[src/rtl/mbox_pipe.sv]
module mbox_pipe #(
  parameter int DW    = 8,
  parameter int DEPTH = 16
) (
  input  logic          clk,
  input  logic          rst,
  input  logic          a_cs,
  input  logic [1:0]    a_addr,
  input  logic          a_rd,
  input  logic          a_wr,
  input  logic [DW-1:0] a_wdata,
  output logic [DW-1:0] a_rdata,
  input  logic          b_cs,
  input  logic [1:0]    b_addr,
  input  logic          b_rd,
  input  logic          b_wr,
  input  logic [DW-1:0] b_wdata,
  output logic [DW-1:0] b_rdata,
  output logic          irq_a,
  output logic          irq_b
);
  localparam int AW = $clog2(DEPTH);

  logic [1:0]    cs, rd, wr;
  logic [1:0]    ad   [2];
  logic [DW-1:0] wd   [2];
  logic [DW-1:0] rdq  [2];
  logic [DW-1:0] head [2];
  logic [3:0]    rsel [2];
  logic [3:0]    wsel [2];
  logic [1:0]    empty, full, flag;

  assign cs = {b_cs, a_cs};
  assign rd = {b_rd, a_rd};
  assign wr = {b_wr, a_wr};
  assign ad[0] = a_addr;
  assign ad[1] = b_addr;
  assign wd[0] = a_wdata;
  assign wd[1] = b_wdata;
  assign a_rdata = rdq[0];
  assign b_rdata = rdq[1];
  assign irq_a = flag[0];
  assign irq_b = flag[1];

  wire clr_all = wsel[0][3] | wsel[1][3];

  for (genvar s = 0; s < 2; s++) begin : g_side
    localparam int O = 1 - s;

    assign rsel[s] = (cs[s] && rd[s]) ? (4'b0001 << ad[s]) : 4'b0000;
    assign wsel[s] = (cs[s] && wr[s]) ? (4'b0001 << ad[s]) : 4'b0000;

    // FIFO s carries data from side s to side O
    logic [DW-1:0] mem [DEPTH];
    logic [AW:0]   wp, rp;
    wire push = wsel[s][0];
    wire pop  = rsel[O][0];
    wire clr  = rsel[s][2] | rsel[O][3] | clr_all;

    assign empty[s] = (wp == rp);
    assign full[s]  = (wp[AW] != rp[AW]) && (wp[AW-1:0] == rp[AW-1:0]);
    assign head[s]  = empty[s] ? '0 : mem[rp[AW-1:0]];

    always_ff @(posedge clk) begin
      if (rst || clr) begin
        wp <= '0;
        rp <= '0;
      end else begin
        if (push && !full[s]) wp <= wp + 1'b1;
        if (pop && !empty[s]) rp <= rp + 1'b1;
      end
    end

    always_ff @(posedge clk)
      if (push && !full[s]) mem[wp[AW-1:0]] <= wd[s];

    // flag s points at side s: set by side O, cleared by side s
    always_ff @(posedge clk) begin
      if (rst || wsel[s][2]) flag[s] <= 1'b0;
      else if (wsel[O][1])   flag[s] <= 1'b1;
    end

    wire [DW-1:0] status = {{(DW-5){1'b0}}, flag[s], full[s], empty[s], full[O], !empty[O]};

    assign rdq[s] = rsel[s][0] ? head[O] :
                    rsel[s][1] ? status  : '0;
  end
endmodule

[config.mk]
export PLATFORM = sky130hd
export DESIGN_NAME = mbox_pipe
export DESIGN_NICKNAME = d
export VERILOG_FILES = /design/src/rtl/mbox_pipe.sv
export SDC_FILE = /design/constraint.sdc
export NUM_CORES = 1
export LEC_CHECK = 0
export CAP_MARGIN = 15
export CORE_ASPECT_RATIO = 0.7
export CORE_MARGIN = 2
export CORE_UTILIZATION = 45
export DETAILED_ROUTE_END_ITERATION = 8
export SLEW_MARGIN = 15
export SYNTH_ARGS = -nofsm -noshare
export SYNTH_HDL_FRONTEND = slang
export SYNTH_SLANG_ARGS = --single-unit
[constraint.sdc]
create_clock -name clk -period 3.2 [get_ports clk]
set_input_delay 0.64 -clock clk [delete_from_list [all_inputs] [get_ports clk]]
set_output_delay 0.64 -clock clk [all_outputs]
set_load 0.01 [all_outputs]
; Word level (Yosys, flattened, before mapping)
; Memory sizes are Yosys's and may differ from the RTL's. A register that Yosys moved wholly into a read port is not among the register bits.
; Index checks and enable logic that the tools add are counted.
[classes]
bitwise = 5
addsub = 4
n_mux = 18
eq_ne = 6
n_reduce_logical = 18
shifts = 2
[op_table]
columns = cell, n
row1 = $mux W4, 8
row2 = $mux W8, 4
row3 = $add A5 B1 Y5 const B, 4
row4 = $eq A5 B5 Y1, 2
row5 = $logic_and A1 B1 Y1, 10
row6 = $mux W5, 2
row7 = $eq A4 B4 Y1, 2
row8 = $shl A1 B2 Y4 const A, 2
row9 = $or A1 B1 Y1, 5
row10 = $logic_not A1 Y1, 4
row11 = $logic_or A1 B1 Y1, 4
row12 = $mux W1, 4
row13 = $ne A1 B1 Y1, 2
[totals]
elab_cells = 61
mem_count = 2
out_inout_bits = 18
mem_bits_rw = 256
in_bits = 28
register_bits = 22
[mem_list]
columns = name, depth, word_bits, read_ports, rd_clocked_by_memory_dff, wr, line
row1 = g_side[0].mem, 16, 8, 1, 1, 1, 54  ; logic [DW-1:0] mem [DEPTH];
row2 = g_side[1].mem, 16, 8, 1, 1, 1, 54

; Longest topological paths before layout
; Gate-level depths: netlist of the first run.
[depth]
word_depth = 6
mapped_depth = 7
depth_no_buf = 5

; Least setup slack after synthesis of the first run
; OpenSTA, ideal clock, no wires.
[synth_path]
path_type = input to output
from = input b_addr[1]
to = output b_rdata[5]
required_ns = 2.560
path_buffers = 1
arrival_time_ns = 1.646
cell_stages = 5
slack_ns = 0.914
cell_sequence = and2b_1 > and3b_1 > o21ai_4 > buf_4 > a211oi_1
[synth_between]
elab_chain_cells = 3
[synth_lines]
columns = element, line
row1 = from (decl), 14  ; input logic [1:0] b_addr,
row2 = $shl A1 B2 Y4, 50  ; assign rsel[s] = (cs[s] && rd[s]) ? (4'b0001 << ad[s]) : 4'b0000;
row3 = $mux W4, 50
row4 = $mux W8, 85  ; assign rdq[s] = rsel[s][0] ? head[O] :
row5 = to (decl), 18  ; output logic [DW-1:0] b_rdata,
; Every way passes these cells.

==> run metrics, run 1 <==
status finished clean; Post-CTS Hold Fix Bufs 0; Final Cycle Share 0.975; I/O Buffers 45; DRT iter0 DRCs 531; final hold slack 0.552 ns; final non-filler cell total 1,103; nets 785; initial antenna violation count 2; Final WS setup 0.0790 ns; Core Rows 49; Max VDD drop 0.000445 V; drt first pass iters 5; Final Hold Viols 0; Mapped Cells 634; max-slew violation count 0; global-route wire length before repair 40.2 mm; fill count 1,974; FF-to-FF setup slack 1.13 ns; CTS H-tree depth 1; Net Sw Frac 0.192; Mapped Nets 672; crit path kind reg -> out; Worst EP required 2.56 ns; Avg Inst Size Synth 18.3 sq um; clock skew 0.00682 ns; WL/cell 24.5 um; maximum root-to-sink buffer count 3; reg2reg start g_side[1].wp[3]; Leakage 0.00469 uW; TritonCTS clock tree done; Worst Tran Pin Value 0.734 ns; Power per Cell Area 534 mW/mm^2; Slew HR 0.509; vias in the first global route 6,309; R2R Path End g_side[1].mem[2][6]; hold path depth 2; worst-skew pair later-pin latency 0.53 ns; drt drc 0; Max-Cap Viols 0; DIE WIDTH 196 um; num ports 46; yosys warns 0; setup violators final 0; WP data arrival 2.48 ns; die area 0.0271 sq mm; post-route cell area 0.0140 sq mm; Via Count 6,294; largest net degree at the start of global routing 33; vias per std cell 5.71; post-synthesis cell type count 48; combinational power share 0.023; post-synthesis sequential area ratio 0.715; core area 0.0255 sq mm; crit-path max FO 8; Clk pin slew, worst setup/hold paths 0.06 ns; hold endpoint g_side[0].rp[3]; startpoint types register; synth-to-layout area growth 21.1%; WL final 27.0 mm; post-route ant nets 0; Clk network pwr share 0.433; gpl congestion 0.974; fraction of layout cells with a size suffix above 1 0.270; most frequent cells in the layout edfxtp_1, mux4_2, buf_4; Yosys reg bits 286; most common cell after layout, fill and taps aside edfxtp_1; placed insts 1,032; Internal 6050 uW; Area after DPL 0.0128 sq mm; RSZ-0062 raised after global routing true; total CTS buffers 28; GRT Util Overall 0.203; DP HPWL 18.1 mm; Initial Utilization 0.454; final worst path period need 3.12 ns; kind of end point of the critical path output port; Flop pwr share 0.544; pre-CTS setup slack -0.0422 ns; hold path startpoint g_side[0].rp[3]; clock sinks 286; Post-Syn Area 0.0116 sq mm; Hold Crit Class reg -> reg; root buffer cell clkbuf_16; Die H 138 um; sw power 1440 uW; Fmax 320 MHz; global-route congestion overflow total 0; worst r2r path cells 4
-- cell type report --
class | instances | area [sq um] | share of cell area
repair buffers | 113 | 1180 | 0.0840
clock inverters | 14 | 143 | 0.0102
well taps | 331 | 414 | 0.0295
multi-input cells | 308 | 3190 | 0.227
flip-flops and latches | 286 | 8300 | 0.591
inverters | 10 | 37.5 | 0.00267
diodes | 3 | 7.51 | 0.000535
clock buffers | 38 | 769 | 0.0548
-- timing repair --
item                       in CTS  in global routing
gates resized for setup        44                 16
setup buffers                   6                  9
setup endpoints to repair      16                  7
pin swaps                       6                  9
cloned                          1                  0
-- power by group through the flow --
| stage | Combinational [uW] | Sequential, uW | Clock [uW] |
|---|---|---|---|
| after floorplan | 47.2 | 4150 | 0 |
| after global placement | 160 | 4150 | 0 |
| after detailed placement | 170 | 4150 | 0 |
| after CTS | 172 | 4070 | 3310 |
| after global routing | 187 | 4070 | 3450 |
| final | 174 | 4070 | 3240 |
-- sequential cells by signal, summed over array words and instances, names as in the netlist, named ones only --
register,cells
g_side.mem,256
g_side.rp,10
g_side.wp,10
irq_a,1
irq_b,1
-- worst max-delay path: stages (launching register included) --
cell,delay (ns)
dfxtp_4,0.37
buf_12,0.12
buf_16,0.12
buf_4,0.14
mux4_2,0.50
a211oi_2,0.32
a211oi_1,0.08
dlygate4sd2_1,0.29
-- metal layers --
layer / up-vias / part of all wire / routed length [um] / track usage
met5: - / 0 / 0 / 0
met4: 0 / 0.024 / 646 / 0.0534
met3: 41 / 0.076 / 2050 / 0.0361
met2: 236 / 0.42 / 11400 / 0.283
met1: 3223 / 0.48 / 12900 / 0.329
li1: 2794 / - / - / -
-- per-stage QoR --
stage / TNS (ns) / util / total power, uW
after global routing: -0.00506 / 0.550 / 7710
after floorplan: 0 / - / 4200
after detailed placement: -0.130 / 0.504 / 4320
after CTS: -0.132 / 0.546 / 7550
after global placement: -0.0931 / 0.504 / 4310
final: 0 / 0.550 / 7490
-- logic make-up after synthesis --
| family | Yosys count | synth area share |
|---|---|---|
| muxes | 77 | 0.136 |
| adders and majority gates | 10 | 0.0108 |
| and+or+nand+nor | 135 | 0.0642 |
| AOI/OAI and AO/OA | 64 | 0.0392 |
| xor gates and xnor gates | 22 | 0.0173 |
| DFF | 286 | 0.715 |
| buffers and inverters | 40 | 0.0175 |
-- worst max path at each step --
stage	from	to	slack, ns	cells after the start
floorplan	b_addr[1]	b_rdata[5]	0.91	5
global placement	a_rd	a_rdata[2]	-0.05	8
detailed placement	a_addr[0]	a_rdata[2]	-0.04	8
CTS	register	b_rdata[2]	-0.12	7
global route	register	b_rdata[7]	-0.005	7
finish	register	b_rdata[7]	0.08	7
-- synth_stat cells (all sizes together) --
master | count | area, sq um
nor2 | 32 | 120
nand4 | 4 | 46.3
o2111ai | 2 | 17.5
edfxtp | 256 | 7690
and2b | 2 | 15.0
a311oi | 1 | 8.76
dfxtp | 30 | 601
a22oi | 10 | 75.1
a21o | 5 | 37.5
inv | 10 | 37.5
xnor2 | 12 | 105
nand2 | 15 | 56.3
nor3b | 2 | 20.0
nand2b | 3 | 18.8
or4 | 1 | 11.3
xor2 | 10 | 95.1
o21ai | 6 | 41.3
and3b | 2 | 17.5
and3 | 35 | 219
a211oi | 12 | 90.1
o22ai | 6 | 37.5
o31ai | 1 | 7.51
nor2b | 14 | 87.6
buf | 22 | 135
a31oi | 6 | 37.5
mux2 | 2 | 22.5
nand3 | 14 | 70.1
or3 | 3 | 18.8
o221ai | 1 | 8.76
clkbuf | 8 | 30.0
a21oi | 7 | 35.0
mux2i | 11 | 110
nor3 | 5 | 25.0
o21a | 2 | 15.0
ha | 10 | 125
and2 | 3 | 18.8
o211ai | 5 | 42.5
mux4 | 64 | 1440
Power figures use the tool's default switching activity.
==> run 2, diff against run 1 <==
--- a/config.mk
+++ b/config.mk
@@ -10,6 +10,7 @@
 export CORE_MARGIN = 2
 export CORE_UTILIZATION = 45
 export DETAILED_ROUTE_END_ITERATION = 8
+export SETUP_SLACK_MARGIN = 0.3
 export SLEW_MARGIN = 15
 export SYNTH_ARGS = -nofsm -noshare
 export SYNTH_HDL_FRONTEND = slang
==> run 2 against run 1 <==
Die area stayed put. Via count is 1.9% higher. Worst hold slack better by 0.00086 ns. Sequential share of layout area is 1.3 points lower. Highest routed layer unchanged.
==> run metrics, run 2 (same netlist as run 1, synthesis figures left out) <==
status finished clean (unchanged); RSZ-0062 raised after global routing true (unchanged); Power per Cell Area 522 mW/mm^2 (was 534 mW/mm^2); worst-skew pair later-pin latency 0.52 ns (was 0.53 ns); crit path kind reg -> out (unchanged); nets 808 (was 785); WL/cell 24.9 um (was 24.5 um); initial antenna violation count 0 (was 2); Max-Cap Viols 0 (unchanged); DRT iter0 DRCs 597 (was 531); Net Sw Frac 0.192 (about the same); Area after DPL 0.0128 sq mm (unchanged); global-route wire length before repair 41.4 mm (was 40.2 mm); root buffer cell clkbuf_16 (unchanged); Worst Tran Pin Value 0.745 ns (was 0.734 ns); total CTS buffers 28 (unchanged); drt drc 0 (unchanged); DIE WIDTH 196 um (unchanged); TritonCTS clock tree done (unchanged); Die H 138 um (unchanged); max-slew violation count 0 (unchanged); Leakage 0.00484 uW (was 0.00469 uW); Post-CTS Hold Fix Bufs 0 (unchanged); startpoint types register (unchanged); DP HPWL 18.1 mm (unchanged); Antenna Cells 0 (was 3); clock skew 0.0110 ns (was 0.00682 ns); WP data arrival 2.42 ns (was 2.48 ns); Hold Crit Class reg -> reg (unchanged); GRT Util Overall 0.209 (was 0.203); gpl congestion 0.974 (unchanged); Max VDD drop 0.000446 V (was 0.000445 V); setup violators final 0 (unchanged); kind of end point of the critical path output port (unchanged); Initial Utilization 0.454 (unchanged); Worst EP required 2.56 ns (about the same); Internal 6060 uW (was 6050 uW); Flop pwr share 0.543 (was 0.544); Via Count 6,414 (was 6,294); combinational power share 0.024 (was 0.023); Final Cycle Share 0.958 (was 0.975); total negative slack 0 ns (unchanged); synth-to-layout area growth 23.8% (was 21.1%); sw power 1440 uW (about the same); I/O Buffers 45 (unchanged); post-route cell area 0.0144 sq mm (was 0.0140 sq mm); CTS H-tree depth 1 (unchanged); clock sinks 286 (unchanged); drt first pass iters 5 (unchanged); largest net degree at the start of global routing 33 (unchanged); vias in the first global route 6,462 (was 6,309); Final Hold Viols 0 (unchanged); Clk pin slew, worst setup/hold paths 0.06 ns (about the same); vias per std cell 5.71 (about the same); crit-path max FO 5 (was 8); core area 0.0255 sq mm (unchanged); most frequent cells in the layout edfxtp_1, mux4_2, buf_4 (unchanged); Core Rows 49 (unchanged); global-route congestion overflow total 0 (unchanged); most common cell after layout, fill and taps aside edfxtp_1 (unchanged); WL final 28.0 mm (was 27.0 mm); Slew HR 0.502 (was 0.509); maximum root-to-sink buffer count 3 (unchanged); die area 0.0271 sq mm (unchanged); post-route ant nets 0 (unchanged); Largest register FFs 256 (unchanged); Clk network pwr share 0.433 (about the same); fraction of layout cells with a size suffix above 1 0.323 (was 0.270); Fmax 326 MHz (was 320 MHz); final worst path period need 3.06 ns (was 3.12 ns); num ports 46 (unchanged)
## run 2: repair_timing
action | CTS | global route
endpoints found under the hold margin | 0 | 0
pin swaps | 25 | 11
endpoints found under the setup margin | 16 | 16
buffers inserted | 30 | 5
cloned | 4 | 0
resized for setup | 106 | 11
## run 2: path summary, 6_finish.rpt
path | slack [ns] | endpoint | from | depth (start not counted)
worst max-delay path | 0.14 | a_rdata[0] | register | 7
worst min-delay path | 0.55 | g_side[0].rp[3] | g_side[0].rp[3] | 2
worst max register to register | 1.12 | g_side[0].mem[9][7] | g_side[0].wp[2] | 5
worst min register to register | 0.55 | g_side[0].rp[3] | g_side[0].rp[3] | 2
## run 2: through the flow
step | hold slack [ns] | total power (uW) | instances | worst slack, ns | util
floorplan | 0.495 | 4200 | 634 | 0.914 | -
global placement | 0.525 | 4310 | 1032 | -0.0503 | 0.504
detailed placement | 0.543 | 4320 | 1032 | -0.0422 | 0.504
CTS | 0.553 | 7560 | 1118 | 0.156 | 0.559
global route | 0.592 | 7720 | 1123 | 0.0866 | 0.563
finish | 0.553 | 7500 | 1123 | 0.135 | 0.563
## run 2: layout make-up
class,count,area (sq um)
Clock buffer,38,769
Timing Repair Buffer,136,1410
Multi-Input combinational cell,308,3280
Tap cell,331,414
Inverter,10,37.5
Sequential cell,286,8300
Clock inverter,14,143
Fill cell,1944,11200
## run 2: layer usage
layer  wire length [um]  global-route usage  share of wire
met5                  0                   0              0
met4                413              0.0403          0.015
met3               2000              0.0315          0.071
met2              12200               0.301           0.44
met1              13300               0.341           0.48
## run 2: power by group through the flow
stage	Sequential [uW]	Clock [uW]	Combinational (uW)
after global placement	4150	0	160
after detailed placement	4150	0	170
after global routing	4070	3460	192
after CTS	4070	3310	176
final	4070	3240	180
after floorplan	4150	0	47.2
## run 2: critical path, cell delays in order, from the launching register on
cell and delay (ns):
dfxtp_4 0.41, buf_12 0.14, buf_6 0.10, mux4_2 0.52, a22oi_2 0.26, and3_4 0.25, o22ai_2 0.06, buf_2 0.16
==> run 3, diff against run 2 <==
--- a/config.mk
+++ b/config.mk
@@ -5,11 +5,12 @@
 export SDC_FILE = /design/constraint.sdc
 export NUM_CORES = 1
 export LEC_CHECK = 0
-export CAP_MARGIN = 15
+export CAP_MARGIN = 20
 export CORE_ASPECT_RATIO = 0.7
 export CORE_MARGIN = 2
-export CORE_UTILIZATION = 45
+export CORE_UTILIZATION = 55
 export DETAILED_ROUTE_END_ITERATION = 8
+export PLACE_DENSITY = 0.73
 export SETUP_SLACK_MARGIN = 0.3
 export SLEW_MARGIN = 15
 export SYNTH_ARGS = -nofsm -noshare
==> run 3 against run 2 <==
Count of clock-buffer cells in the layout decreased by 3. Non-clock buffer count decreased by 2. Clock skew decreased by 0.0035 ns. Via count increased by 3.2%. First-iteration DRC count increased by 16%. Global-route usage increased by 4.2 points. Worst hold slack improved by 0.0087 ns. Largest cell class unchanged. Highest routed layer unchanged.
==> run metrics, run 3 (same netlist as run 1, synthesis figures left out) <==
status finished clean (unchanged); crit-path max FO 5 (unchanged); DP HPWL 17.7 mm (was 18.1 mm); Leakage 0.00476 uW (was 0.00484 uW); Worst EP required 2.56 ns (about the same); Worst Tran Pin Value 0.674 ns (was 0.745 ns); Largest register FFs 256 (unchanged); clock skew 0.00749 ns (was 0.0110 ns); crit path kind reg -> out (unchanged); I/O Buffers 45 (unchanged); root buffer cell clkbuf_16 (unchanged); Final Hold Viols 0 (unchanged); global-route congestion overflow total 0 (unchanged); WP data arrival 2.46 ns (was 2.42 ns); Hold Crit Class reg -> reg (unchanged); synth-to-layout area growth 21.9% (was 23.8%); CTS H-tree depth 1 (unchanged); initial antenna violation count 1 (was 0); kind of end point of the critical path output port (unchanged); core area 0.0207 sq mm (was 0.0255 sq mm); worst-skew pair later-pin latency 0.52 ns (about the same); gpl congestion 0.958 (was 0.974); most frequent cells in the layout edfxtp_1, mux4_2, buf_4 (unchanged); Clk pin slew, worst setup/hold paths 0.06 ns (about the same); setup violators final 0 (unchanged); Max VDD drop 0.000346 V (was 0.000446 V); drt drc 0 (unchanged); Slew HR 0.549 (was 0.502); RSZ-0062 raised after global routing true (unchanged); die area 0.0223 sq mm (was 0.0271 sq mm); startpoint types register (unchanged); vias per std cell 6.23 (was 5.71); Die H 125 um (was 138 um); global-route wire length before repair 40.6 mm (was 41.4 mm); final non-filler cell total 1,062 (was 1,123); DIE WIDTH 177 um (was 196 um); nets 804 (was 808); largest net degree at the start of global routing 33 (unchanged); Fmax 322 MHz (was 326 MHz); max-slew violation count 0 (unchanged); post-route cell area 0.0141 sq mm (was 0.0144 sq mm); GRT Util Overall 0.251 (was 0.209); WL/cell 25.7 um (was 24.9 um); placed insts 972 (was 1,032); final worst path period need 3.10 ns (was 3.06 ns); Area after DPL 0.0126 sq mm (was 0.0128 sq mm); vias in the first global route 6,528 (was 6,462); post-route ant nets 0 (unchanged); fraction of layout cells with a size suffix above 1 0.332 (was 0.323); Power per Cell Area 512 mW/mm^2 (was 522 mW/mm^2); Core Rows 44 (was 49); Final Cycle Share 0.970 (was 0.958); Initial Utilization 0.560 (was 0.454); WL final 27.3 mm (was 28.0 mm); drt first pass iters 5 (unchanged); DRT iter0 DRCs 692 (was 597); fin util 0.683 (was 0.563); Max-Cap Viols 0 (unchanged); most common cell after layout, fill and taps aside edfxtp_1 (unchanged); num ports 46 (unchanged); total CTS buffers 26 (was 28); Antenna Cells 0 (unchanged); TritonCTS clock tree done (unchanged); clock sinks 286 (unchanged); maximum root-to-sink buffer count 3 (unchanged); Via Count 6,619 (was 6,414)
[run 3: changes by cell type in the layout (fill, tap and decap cells not counted), sizes merged, moves of 2 or more]
cell / change
dlygate4sd2: -6
buf: +2
clkbuf: -2
clkdlybuf4s50: +2
[run 3: final timing paths]
kind	start	endpoint	slack, ns	depth (start not counted)
max	register	a_rdata[1]	0.1	7
min	g_side[1].wp[4]	g_side[1].wp[4]	0.56	2
max reg2reg	g_side[1].wp[0]	g_side[1].mem[14][4]	0.88	5
min reg2reg	g_side[1].wp[4]	g_side[1].wp[4]	0.56	2
[run 3: layout make-up]
class                           instances  area, sq um
Clock buffer                           35          706
Clock inverter                         13          114
Fill cell                            1355         6570
Inverter                               10         37.5
Multi-Input combinational cell        308         3310
Sequential cell                       286         8300
Tap cell                              276          345
Timing Repair Buffer                  134         1320
[run 3: worst max-delay path: stages, from the launching register on]
cell and delay (ns):
dfxtp_4 0.41, buf_12 0.14, buf_12 0.10, mux4_2 0.52, a22oi_2 0.31, and3_4 0.24
o22ai_2 0.06, buf_2 0.16
[run 3: metrics by stage]
step	TNS (ns)	worst slack, ns	total power, uW	hold slack, ns
6_report	0	0.0956	7230	0.562
3_5_place_dp	-0.314	-0.100	4320	0.545
2_1_floorplan	0	0.914	4200	0.495
3_3_place_gp	0	0.0630	4310	0.526
4_1_cts	0	0.123	7270	0.563
5_1_grt	0	0.0218	7450	0.598
[run 3: where the power goes]
| part | total (uW) | switching, uW | internal (uW) |
|---|---|---|---|
| sequential | 4070 | 4.55 | 4070 |
| combinational | 182 | 113 | 69.3 |
| clock | 2980 | 1270 | 1710 |
[run 3: timing repair]
item                       in CTS  in global routing
setup endpoints to repair      16                 16
pin swaps                      27                 12
gates cloned                    4                  0
gates resized for setup       110                 29
hold buffers                    0                  0
setup buffers                  24                 14
[run 3: per-layer routing]
layer / GRT usage / vias up / share of wire
met4: 0.0665 / 0 / 0.027
li1: - / 2813 / -
met2: 0.358 / 334 / 0.44
met3: 0.0590 / 49 / 0.097
met5: 0 / - / 0
met1: 0.393 / 3423 / 0.43
